[config.mk]
export PLATFORM = sky130hd
export DESIGN_NAME = deadtime_err_comp
export DESIGN_NICKNAME = d
export VERILOG_FILES = /design/src/rtl/dtc_pkg.sv /design/src/rtl/dtc_sync.sv /design/src/rtl/dtc_err_cnt.sv /design/src/rtl/dtc_edge_ctl.sv /design/src/rtl/deadtime_err_comp.sv
export SDC_FILE = /design/constraint.sdc
export NUM_CORES = 1
export LEC_CHECK = 0
export CAP_MARGIN = 40
export CORE_MARGIN = 5
export CORE_UTILIZATION = 35
export DETAILED_ROUTE_END_ITERATION = 10
export PLACE_DENSITY_LB_ADDON = 0.1
export SETUP_SLACK_MARGIN = 0.2
export SYNTH_ARGS = -nofsm -noshare
export SYNTH_HDL_FRONTEND = slang
export SYNTH_SLANG_ARGS = --single-unit
[constraint.sdc]
create_clock -name clk -period 4.8 [get_ports clk]
set_input_delay 0.48 -clock clk [delete_from_list [all_inputs] [get_ports clk]]
set_output_delay 0.48 -clock clk [all_outputs]
set_load 0.02 [all_outputs]
[src/rtl/dtc_pkg.sv]
package dtc_pkg;
  // Edge release state of the compensated command
  typedef enum logic [1:0] {
    REL_NONE = 2'd0,
    REL_ON   = 2'd1,
    REL_OFF  = 2'd2
  } rel_e;
endpackage

[src/rtl/dtc_sync.sv]
module dtc_sync #(
  parameter int WIDTH  = 2,
  parameter int STAGES = 2
) (
  input  logic             clk,
  input  logic             rst_n,
  input  logic [WIDTH-1:0] d,
  output logic [WIDTH-1:0] q
);
  logic [WIDTH-1:0] stage_q [STAGES];

  generate
    for (genvar s = 0; s < STAGES; s++) begin : g_stage
      if (s == 0) begin : g_first
        always_ff @(posedge clk or negedge rst_n) begin
          if (!rst_n) stage_q[0] <= '0;
          else        stage_q[0] <= d;
        end
      end else begin : g_next
        always_ff @(posedge clk or negedge rst_n) begin
          if (!rst_n) stage_q[s] <= '0;
          else        stage_q[s] <= stage_q[s-1];
        end
      end
    end
  endgenerate

  assign q = stage_q[STAGES-1];
endmodule

[src/rtl/dtc_err_cnt.sv]
module dtc_err_cnt #(
  parameter int W = 16
) (
  input  logic                clk,
  input  logic                rst_n,
  input  logic                up,
  input  logic                dn,
  output logic signed [W-1:0] cnt
);
  localparam logic signed [W-1:0] CMAX = {1'b0, {(W-1){1'b1}}};
  localparam logic signed [W-1:0] CMIN = {1'b1, {(W-1){1'b0}}};

  always_ff @(posedge clk or negedge rst_n) begin
    if (!rst_n)                    cnt <= '0;
    else if (up && (cnt != CMAX))  cnt <= cnt + W'(1);
    else if (dn && (cnt != CMIN))  cnt <= cnt - W'(1);
  end
endmodule

[src/rtl/dtc_edge_ctl.sv]
module dtc_edge_ctl
  import dtc_pkg::*;
#(
  parameter int W = 16
) (
  input  logic                clk,
  input  logic                rst_n,
  input  logic                a_s,
  input  logic signed [W-1:0] cnt,
  output logic                c_q,
  output logic                rise,
  output logic                fall,
  output logic                x_valid,
  output logic                y_valid,
  output logic signed [W-1:0] x_ref,
  output logic signed [W-1:0] y_ref
);
  logic a_d;
  rel_e rel_q;

  assign rise = a_s & ~a_d;
  assign fall = ~a_s & a_d;

  always_ff @(posedge clk or negedge rst_n) begin
    if (!rst_n) begin
      a_d     <= 1'b0;
      c_q     <= 1'b0;
      rel_q   <= REL_NONE;
      x_valid <= 1'b0;
      y_valid <= 1'b0;
      x_ref   <= '0;
      y_ref   <= '0;
    end else begin
      a_d <= a_s;
      if (rise) begin
        if (!x_valid) begin
          x_valid <= 1'b1;
          x_ref   <= cnt;
          c_q     <= 1'b1;
          rel_q   <= REL_NONE;
        end else if (cnt < x_ref) begin
          c_q   <= 1'b0;
          rel_q <= REL_ON;
        end else begin
          c_q   <= 1'b1;
          rel_q <= REL_NONE;
        end
      end else if (fall) begin
        if (!y_valid) begin
          y_valid <= 1'b1;
          y_ref   <= cnt;
          c_q     <= 1'b0;
          rel_q   <= REL_NONE;
        end else if (cnt > y_ref) begin
          c_q   <= 1'b1;
          rel_q <= REL_OFF;
        end else begin
          c_q   <= 1'b0;
          rel_q <= REL_NONE;
        end
      end else begin
        case (rel_q)
          REL_ON: if (cnt >= x_ref) begin
            c_q   <= 1'b1;
            rel_q <= REL_NONE;
          end
          REL_OFF: if (cnt <= y_ref) begin
            c_q   <= 1'b0;
            rel_q <= REL_NONE;
          end
          default: rel_q <= REL_NONE;
        endcase
      end
    end
  end
endmodule

[src/rtl/deadtime_err_comp.sv]
module deadtime_err_comp #(
  parameter int CNT_W       = 16,
  parameter int SYNC_STAGES = 2
) (
  input  logic                    clk,
  input  logic                    rst_n,
  input  logic                    a_raw,
  input  logic                    b_raw,
  output logic                    c_out,
  output logic signed [CNT_W-1:0] err_cnt
);
  logic [1:0]             sync_q;
  logic                   a_s;
  logic                   b_s;
  logic                   rise;
  logic                   fall;
  logic                   x_valid;
  logic                   y_valid;
  logic signed [CNT_W-1:0] x_ref;
  logic signed [CNT_W-1:0] y_ref;

  dtc_sync #(.WIDTH(2), .STAGES(SYNC_STAGES)) u_sync (
    .clk   (clk),
    .rst_n (rst_n),
    .d     ({b_raw, a_raw}),
    .q     (sync_q)
  );

  assign a_s = sync_q[0];
  assign b_s = sync_q[1];

  dtc_err_cnt #(.W(CNT_W)) u_cnt (
    .clk   (clk),
    .rst_n (rst_n),
    .up    (a_s & ~b_s),
    .dn    (~a_s & b_s),
    .cnt   (err_cnt)
  );

  dtc_edge_ctl #(.W(CNT_W)) u_ctl (
    .clk     (clk),
    .rst_n   (rst_n),
    .a_s     (a_s),
    .cnt     (err_cnt),
    .c_q     (c_out),
    .rise    (rise),
    .fall    (fall),
    .x_valid (x_valid),
    .y_valid (y_valid),
    .x_ref   (x_ref),
    .y_ref   (y_ref)
  );
endmodule

==> flow_metrics.tcl, run 1 <==
set metrics [dict create \
    crit_chain "nand4b_1, nor4_1, or3_1, inv_1, fa_1, nor2b_1, o21ai_0, a21oi_1, o211ai_1, o211ai_1, a311o_1, nand3_1" \
    worstMarginPinSlew_ns 0.7899 \
    timing.final.crit_period_ns 3.584 \
    ys_async_sr_fraction 1.000 \
    wl_per_cell_um 15.99 \
    design.final.nets 476 \
    drt_drc_violations_left 0 \
    timing.slew.headroom 0.4734 \
    final_setup_skew_ns 0.005880 \
    cts_num_sinks 58 \
    port_buffers 20 \
    setup_total_negative_slack_ns 0 \
    vdd.ir_drop.worst_mv 0.2249 \
    synth.yosys.seq_area_share 0.3839 \
    yosys-top-cells-area "dfrtp_1 (38%), ha_1 (17%), mux2_2 (5.4%)" \
    synth_seq_cells 58 \
    cp-start-kind "flop" \
    timing.fmax_ghz 0.2790 \
    placeableCoreArea_sq_um 10700 \
    critPathKind "flop to flop" \
    cts_tree "done" \
    crit-reg2reg-launch "u_cnt.cnt[14]" \
    hold_viol_final 0 \
    cts-root-to-sink-buffers 2 \
    global_route_wire_length_before_repair_mm 15.15 \
    areaGrowthSynthToFinish_pct 13.93 \
    detailedRoute.firstIterationViolations 135 \
    period_utilization 0.7467 \
    status "finished clean" \
    layout-drive-gt1-share 0.1035 \
    number_of_clock_buffers_inserted_by_tritoncts 9 \
    cp_common_cell "o211ai_1" \
    rsz0062_at_grt "no" \
    boundaryPins 21 \
    synth_flop_cell "dfrtp_1" \
    worst_path_dominant_cell_family "compound AO/OA/AOI/OAI gates" \
    num_vias 2858 \
    floorplan.die_area_sq_um 12980 \
    start_util 0.3535 \
    power.total_mw 2.741 \
    worst_ep_required_time_ns 5.03 \
    synth_cell_type_count 50 \
    overflow 0 \
    rr_endpoint "u_cnt.cnt[14]" \
    dieWidth_um 113.9 \
    maximum_number_of_pins_on_one_net_before_global_route_repair 59 \
    post-cts-setup-buffer-count 0 \
    htreeDepth 3 \
    avgViaCountPerCell 5.058 \
    dr.pass1.iters 4 \
    clock_tree.root_cell "clkbuf_8" \
    p_per_area_nw_per_um2 636.3 \
    syn_area_sq_um 3781 \
    antenna_found_initial 0 \
    end_kind "flop" \
    setup_viol 0 \
    regToRegSetupSlack_ns 1.22 \
    cell_taking_the_most_area_after_synthesis "dfrtp_1" \
    clkLatencyLatePin_ns 0.35 \
    worst_setup_hold_path_clk_slew_ns 0.06 \
    critical_path_buf_inv_count 1 \
    groute.usage.overall 0.1522 \
    antenna_cells_inserted 0 \
    yosys_warnings 0 \
    critical_path.max_fanout 17 \
    gp_routability_congestion 0.8272 \
    synth-edff-count 0 \
    route.antenna.remaining_nets 0 \
    number_of_standard_cell_rows_in_the_floorplan 38 \
    hpwl_mm 6.630 \
    worst-r2r-cell-count 12 \
    post_cts_resized 0 \
    via_count_of_the_first_global_routing_pass 2836 \
    mappedNetlistNets 449 \
    cts_hold_repair.buffers 0 \
    max_cap_violations 0 \
    yosys.area.top_type_share 0.3839 \
    postSynthAreaPerCell_sq_um 9.597 \
    synthCells 394 \
    die_height_um 113.9 \
    arrival_ns 3.81 \
    routed_wl_mm 9.034 \
    timing.final.max_slew_violations 0 \
    timing.critical_path.slowest_cell_delay_ns 0.56 \
    power.leakage_nw 1.918 \
    holdCritPathClass "input port to asynchronous set/reset pin" \
    cp_max_delay_cell "dfrtp_1" \
]
power breakdown:
part | total, mW | internal [mW] | switching [mW]
registers | 0.851 | 0.634 | 0.218
logic | 1.52 | 0.683 | 0.834
clock network | 0.372 | 0.186 | 0.186
total | 2.74 | 1.50 | 1.24
layout by cell type (no fill, tap or decap), types with 5 or more instances in the layout:
cell type	netlist	layout
dfrtp_1	58	58
ha_1	50	50
inv_1	44	44
nand2_1	36	36
o21ai_0	34	34
a21oi_1	23	23
nor2_1	20	20
clkdlybuf4s50_1	0	19
mux2_2	18	18
xor2_1	10	10
nand4_1	9	9
a21o_1	9	9
clkbuf_8	0	9
nand2b_1	7	7
clkbuf_1	6	6
nor4_1	5	5
sequential cells by signal, summed over array words and instances (netlist names):
name            count
u_ctl.a_d           1
u_ctl.y_valid       1
u_ctl.x_valid       1
u_ctl.x_ref        16
u_ctl.y_ref        16
u_sync.q            2
u_ctl.rel_q         2
u_cnt.cnt          16
u_ctl.c_q           1
u_sync.stage_q      2
per-stage QoR:
step                instance area [sq um]  utilization  instances  worst slack, ns  hold slack (ns)
global route                         4308       0.4027        565           0.7951           0.3543
detailed placement                   4161       0.3890        550            1.299           0.3387
floorplan                            3781            -        394            1.616           0.1844
CTS                                  4308       0.4027        565            1.265           0.3285
global placement                     4146       0.3876        549            1.355           0.3347
finish                               4308       0.4027        565            1.216           0.2961
cell usage after synthesis, types with 7 or more instances:
cell,instances
a21o_1,9
a21oi_1,23
dfrtp_1,58
ha_1,50
inv_1,44
mux2_2,18
nand2_1,36
nand2b_1,7
nand4_1,9
nor2_1,20
o21ai_0,34
xor2_1,10
metal layers:
metal,wire length (um),GRT usage
met1,4717,0.2142
met2,3768,0.2248
met3,360,0.03395
met4,187,0.06413
met5,0,0
area by class of cell:
cell class,count,area (sq um)
multi-input cells,284,2137
fillers,1072,6390
flip-flops and latches,58,1451
repair buffers,24,232.7
clock buffers,15,146.4
inverters,44,165.2
well taps,140,175.2
worst register-to-register path, cell delays in order, from the launching register on:
cell and delay (ns):
dfrtp_1 0.56, nand4b_1 0.15, nor4_1 0.26, or3_1 0.55
inv_1 0.12, fa_1 0.42, nor2b_1 0.12, o21ai_0 0.14
a21oi_1 0.28, o211ai_1 0.19, o211ai_1 0.36, a311o_1 0.23
nand3_1 0.07
logic make-up (layout without fill, tap and decap cells):
kind of cell,after synthesis,count (layout),synth area share
compound gates,96,96,0.1655
xor+xnor,12,12,0.02780
fa+ha+maj,51,51,0.1707
buf+inv,52,83,0.05228
flops,58,58,0.3839
mux,21,21,0.06155
simple gates,104,104,0.1383
how the worst max path moves through the flow:
stage / start / endpoint / slack (ns) / cells after the start
global placement: u_cnt.cnt[4] / u_cnt.cnt[15] / 1.35 / 11
floorplan: u_cnt.cnt[15] / u_cnt.cnt[15] / 1.62 / 11
CTS: u_cnt.cnt[4] / u_cnt.cnt[14] / 1.27 / 12
detailed placement: u_cnt.cnt[4] / u_cnt.cnt[14] / 1.30 / 12
global route: u_cnt.cnt[4] / u_cnt.cnt[14] / 0.80 / 12
finish: u_cnt.cnt[14] / u_cnt.cnt[14] / 1.22 / 12
Note: power is estimated with default switching activity, not from simulation.
==> run 2, diff against run 1 <==
- clock period: 4.8 -> 3.6 ns (I/O delays scaled with it)
==> run 2 against run 1 <==
  * Sequential power increased by 9.5%
  * Critical path depth down 1
  * Final cell count increased by 3.5%
==> flow_metrics.tcl, run 2 (synthesis results as in run 1) <==
set metrics [dict create \
    wl_per_cell_um 15.85 \
    worstMarginPinSlew_ns 0.4320 \
    top_regs "u_cnt.cnt (16), u_ctl.x_ref (16), u_ctl.y_ref (16)" \
    cts_tree "done" \
    cts-root-to-sink-buffers 2 \
    antenna_found_initial 0 \
    start_util 0.3535 \
    global_route_wire_length_before_repair_mm 15.48 \
    dp_cells 568 \
    critPathKind "flop to flop" \
    number_of_clock_buffers_inserted_by_tritoncts 9 \
    max_cap_violations 0 \
    dieWidth_um 113.9 \
    areaGrowthSynthToFinish_pct 20.65 \
    via_count_of_the_first_global_routing_pass 2902 \
    die_height_um 113.9 \
    critical_path_buf_inv_count 0 \
    hold_viol_final 0 \
    timing.slew.headroom 0.7089 \
    number_of_standard_cell_rows_in_the_floorplan 38 \
    maximum_number_of_pins_on_one_net_before_global_route_repair 33 \
    floorplan.die_area_sq_um 12980 \
    cts_num_sinks 58 \
    timing.final.max_slew_violations 0 \
    layoutNonFillerInstCount 585 \
    worst_setup_hold_path_clk_slew_ns 0.07 \
    critical_path.max_fanout 9 \
    placeableCoreArea_sq_um 10700 \
    cp_common_cell "o21ai_2" \
    final_cell_mix "dfrtp_1 (58), ha_1 (50), inv_1 (44), nand2_1 (36), o21ai_0 (34)" \
    detailedRoute.firstIterationViolations 87 \
    gp_routability_congestion 0.8056 \
    drt_drc_violations_left 0 \
    groute.usage.overall 0.1557 \
    dr.pass1.iters 4 \
    arrival_ns 3.33 \
    overflow 0 \
    htreeDepth 3 \
    worst_ep_required_time_ns 3.86 \
    port_buffers 20 \
    final_setup_skew_ns 0.009132 \
    period_utilization 0.8519 \
    num_vias 2912 \
    clock_tree.root_cell "clkbuf_8" \
    layout-drive-gt1-share 0.1573 \
    power.leakage_nw 2.061 \
    avgViaCountPerCell 4.978 \
    end_kind "flop" \
    layout.cell_area.non_filler_sq_um 4562 \
    routed_wl_mm 9.272 \
    status "finished clean" \
    crit_chain "nand4b_1, nor4_1, or3_1, ha_1, a2111oi_4, o21ai_2, a31oi_2, o21ai_2, o41ai_2, mux2i_1, xor2_1" \
    route.antenna.remaining_nets 0 \
    mostFrequentLayoutCell "dfrtp_1" \
    boundaryPins 21 \
    vdd.ir_drop.worst_mv 0.4172 \
    setup_viol 0 \
    clkLatencyLatePin_ns 0.35 \
    rsz0062_at_grt "no" \
    num-fill-cells 1070 \
    p_per_area_nw_per_um2 883.1 \
    place_area_sq_um 4309 \
    cp-start-kind "flop" \
    cp_max_delay_cell "ha_1" \
    setup_total_negative_slack_ns 0 \
    antenna_cells_inserted 0 \
    hpwl_mm 6.968 \
    timing.final.crit_period_ns 3.067 \
    worst_path_dominant_cell_family "compound AO/OA/AOI/OAI gates" \
    timing.fmax_ghz 0.3261 \
    design.final.nets 495 \
    timing.critical_path.slowest_cell_delay_ns 0.38 \
    holdCritPathClass "flop to flop" \
]
-- run 2: layer usage --
metal / global-route usage / part of all wire / vias to the layer above
met5: 0 / 0 / -
met4: 0.04671 / 0.020 / 0
met3: 0.03926 / 0.036 / 15
met2: 0.2443 / 0.45 / 39
met1: 0.2120 / 0.49 / 1368
li1: - / - / 1490
-- run 2: where the power goes --
| part | internal (mW) | leakage [nW] | total (mW) | switching [mW] |
|---|---|---|---|---|
| Clock | 0.445 | 0.119 | 0.722 | 0.277 |
| Combinational | 1.02 | 1.22 | 2.37 | 1.35 |
| Sequential | 0.847 | 0.717 | 0.932 | 0.0855 |
-- run 2: repair_timing --
item | 4_1_cts | 5_1_grt
gates resized for setup | 0 | 1
hold buffers | 1 | 0
setup buffers | 0 | 0
setup endpoints to repair | 0 | 1
hold endpoints to repair | 12 | 0
-- run 2: final timing paths --
check                                  start             end  slack, ns  cells past startpoint
max                            u_cnt.cnt[15]   u_cnt.cnt[15]       0.53                     11
min                        u_sync.stage_q[3]     u_sync.q[1]       0.35                      0
max reg2reg                    u_cnt.cnt[15]   u_cnt.cnt[15]       0.53                     11
min reg2reg                u_sync.stage_q[3]     u_sync.q[1]       0.35                      0
max in group asynchronous              rst_n  u_ctl.rel_q[1]       2.62                      3
min in group asynchronous              rst_n  u_ctl.x_ref[3]       0.45                      2
-- run 2: cell type report --
cell class / count / area [sq um] / share of cell area
multi-input cells: 284 / 2142 / 0.4696
repair buffers: 43 / 390.4 / 0.08557
well taps: 140 / 175.2 / 0.03840
inverters: 44 / 165.2 / 0.03620
clock inverters: 4 / 72.57 / 0.01591
clock buffers: 12 / 165.2 / 0.03620
flip-flops and latches: 58 / 1451 / 0.3182
-- run 2: per-stage QoR --
stage / utilization / power (mW) / hold WS (ns) / setup WS (ns)
after CTS: 0.4260 / 4.069 / 0.3483 / 0.5164
final: 0.4264 / 4.029 / 0.3472 / 0.5332
after global routing: 0.4264 / 4.402 / 0.3699 / 0.2130
after global placement: 0.3995 / 3.308 / 0.3329 / 0.5884
after detailed placement: 0.4028 / 3.321 / 0.2946 / 0.5557
after floorplan: - / 2.491 / 0.06441 / 0.4157
==> run 3, diff against run 2 <==
- CAP_MARGIN: 40 -> 10
- TNS_END_PERCENT: default -> 50
==> run 3 against run 2 <==
  * Critical path depth unchanged
  * Core utilization decreased by 0.64 points
  * Flip-flop and latch count is the same
  * Non-clock buffer count decreased by 3
  * Final cell count is 0.51% lower
  * Critical path type unchanged
  * Critical endpoint unchanged
  * Largest power group unchanged
==> flow_metrics.tcl, run 3 (synthesis results as in run 1) <==
set metrics [dict create \
    holdCritPathClass "input port to asynchronous set/reset pin" \
    timing.final.crit_period_ns 3.097 \
    worst_setup_hold_path_clk_slew_ns 0.07 \
    antenna_cells_inserted 0 \
    worstMarginPinSlew_ns 1.078 \
    cp-start-kind "flop" \
    regToRegSetupSlack_ns 0.50 \
    vdd.ir_drop.worst_mv 0.3611 \
    groute.usage.overall 0.1535 \
    layoutNonFillerInstCount 582 \
    top_regs "u_cnt.cnt (16), u_ctl.x_ref (16), u_ctl.y_ref (16)" \
    via_count_of_the_first_global_routing_pass 2889 \
    max_cap_violations 0 \
    worst-r2r-cell-count 11 \
    register_area_sq_um 1451 \
    rr_endpoint "u_cnt.cnt[15]" \
    cts_tree "done" \
    critPathKind "flop to flop" \
    layout-drive-gt1-share 0.1493 \
    clkLatencyLatePin_ns 0.34 \
    setup_viol 0 \
    cts-root-to-sink-buffers 2 \
    num_vias 2934 \
    global_route_wire_length_before_repair_mm 15.35 \
    avgViaCountPerCell 5.041 \
    critical_path.startpoint "u_cnt.cnt[15]" \
    hpwl_mm 6.809 \
    dieWidth_um 113.9 \
    detailedRoute.firstIterationViolations 108 \
    start_util 0.3535 \
    p_per_area_nw_per_um2 884.0 \
    timing.fmax_ghz 0.3229 \
    overflow 0 \
    rsz0062_at_grt "no" \
    timing.final.max_slew_violations 0 \
    post_cts_resized 0 \
    status "finished clean" \
    htreeDepth 3 \
    critical_path_buf_inv_count 0 \
    clock_tree.root_cell "clkbuf_8" \
    hold_viol_final 0 \
    power.total_mw 3.972 \
    setup_total_negative_slack_ns 0 \
    cts_hold_repair.buffers 0 \
    crit-reg2reg-launch "u_cnt.cnt[15]" \
    boundaryPins 21 \
    num-fill-cells 1065 \
    crit_chain "nand4b_1, nor4_1, or3_1, ha_1, a2111oi_4, o21ai_2, a31oi_2, o21ai_2, o41ai_2, mux2i_1, xor2_1" \
    final_cell_mix "dfrtp_1 (58), ha_1 (50), inv_1 (44), nand2_1 (36), o21ai_0 (34)" \
    port_buffers 20 \
    dp_cells 566 \
    post-cts-setup-buffer-count 0 \
    timing.slew.headroom 0.2812 \
    design.final.nets 492 \
    timing.critical_path.slowest_cell_delay_ns 0.39 \
    worst_ep_required_time_ns 3.86 \
    antenna_found_initial 0 \
    cp_max_delay_cell "a2111oi_4" \
    cp_common_cell "o21ai_2" \
    maximum_number_of_pins_on_one_net_before_global_route_repair 46 \
    end_kind "flop" \
    number_of_clock_buffers_inserted_by_tritoncts 9 \
    gp_routability_congestion 0.8056 \
    dr.pass1.iters 5 \
    multi_input_comb_area_sq_um 2137 \
    power.leakage_nw 2.029 \
    mostFrequentLayoutCell "dfrtp_1" \
    final_setup_skew_ns 0.008183 \
    die_height_um 113.9 \
    drt_drc_violations_left 0 \
    critical_path.max_fanout 9 \
    arrival_ns 3.35 \
    worst_path_dominant_cell_family "compound AO/OA/AOI/OAI gates" \
    floorplan.die_area_sq_um 12980 \
    placeableCoreArea_sq_um 10700 \
    period_utilization 0.8602 \
    wl_per_cell_um 15.82 \
    cts_num_sinks 58 \
    number_of_standard_cell_rows_in_the_floorplan 38 \
    areaGrowthSynthToFinish_pct 18.83 \
    routed_wl_mm 9.208 \
    route.antenna.remaining_nets 0 \
]
## run 3: changes by cell type in the layout (fill, tap and decap cells not counted)
cell	previous run	this run
dlygate4sd3_1	1	0
a211oi_1	3	4
clkinv_2	1	2
clkbuf_1	0	1
a211oi_2	1	0
buf_12	1	0
clkbuf_8	12	10
buf_8	1	0
## run 3: worst register-to-register path, delay by kind of cell (launching register included)
kind | cells | cell delay [ns]
AOI/OAI and AO/OA | 5 | 1.10
and+or+nand+nor | 3 | 0.75
adders and majority gates | 1 | 0.38
DFF | 1 | 0.37
muxes | 1 | 0.26
xor gates and xnor gates | 1 | 0.16
## run 3: worst max-delay path by stage
| stage | end | slack (ns) | cells past startpoint |
|---|---|---|---|
| final | u_cnt.cnt[15] | 0.50 | 11 |
| after detailed placement | u_cnt.cnt[15] | 0.56 | 11 |
| after floorplan | u_cnt.cnt[15] | 0.42 | 11 |
| after CTS | u_cnt.cnt[15] | 0.50 | 11 |
| after global placement | u_cnt.cnt[14] | 0.59 | 12 |
| after global routing | u_cnt.cnt[15] | 0.20 | 11 |
## run 3: through the flow
stage	cell area, sq um	util	setup WS (ns)	hold slack [ns]
after global placement	4274	0.3995	0.5884	0.3329
after CTS	4493	0.4200	0.5003	0.2525
after global routing	4493	0.4200	0.2039	0.3055
final	4493	0.4200	0.5032	0.2181
after floorplan	3781	-	0.4157	0.06441
after detailed placement	4274	0.3995	0.5560	0.3364
## run 3: area by class of cell
cell class	instances	share of cell area
clock buffer	11	0.03147
clock inverter	5	0.01727
inverter	44	0.03676
multi-input combinational	284	0.4756
sequential	58	0.3230
tap	140	0.03899
timing repair buffer	40	0.07686
## run 3: where the power goes
group	switching (mW)	internal (mW)	leakage (nW)
Sequential	0.0851	0.846	0.717
Clock	0.275	0.407	0.109
Combinational	1.34	1.01	1.20
## run 3: layer usage
metal	track usage	part of all wire	vias to the layer above
met3	0.03501	0.032	16
met4	0.05146	0.024	0
met2	0.2299	0.44	42
met1	0.2186	0.51	1389
li1	-	-	1487
met5	0	0	-
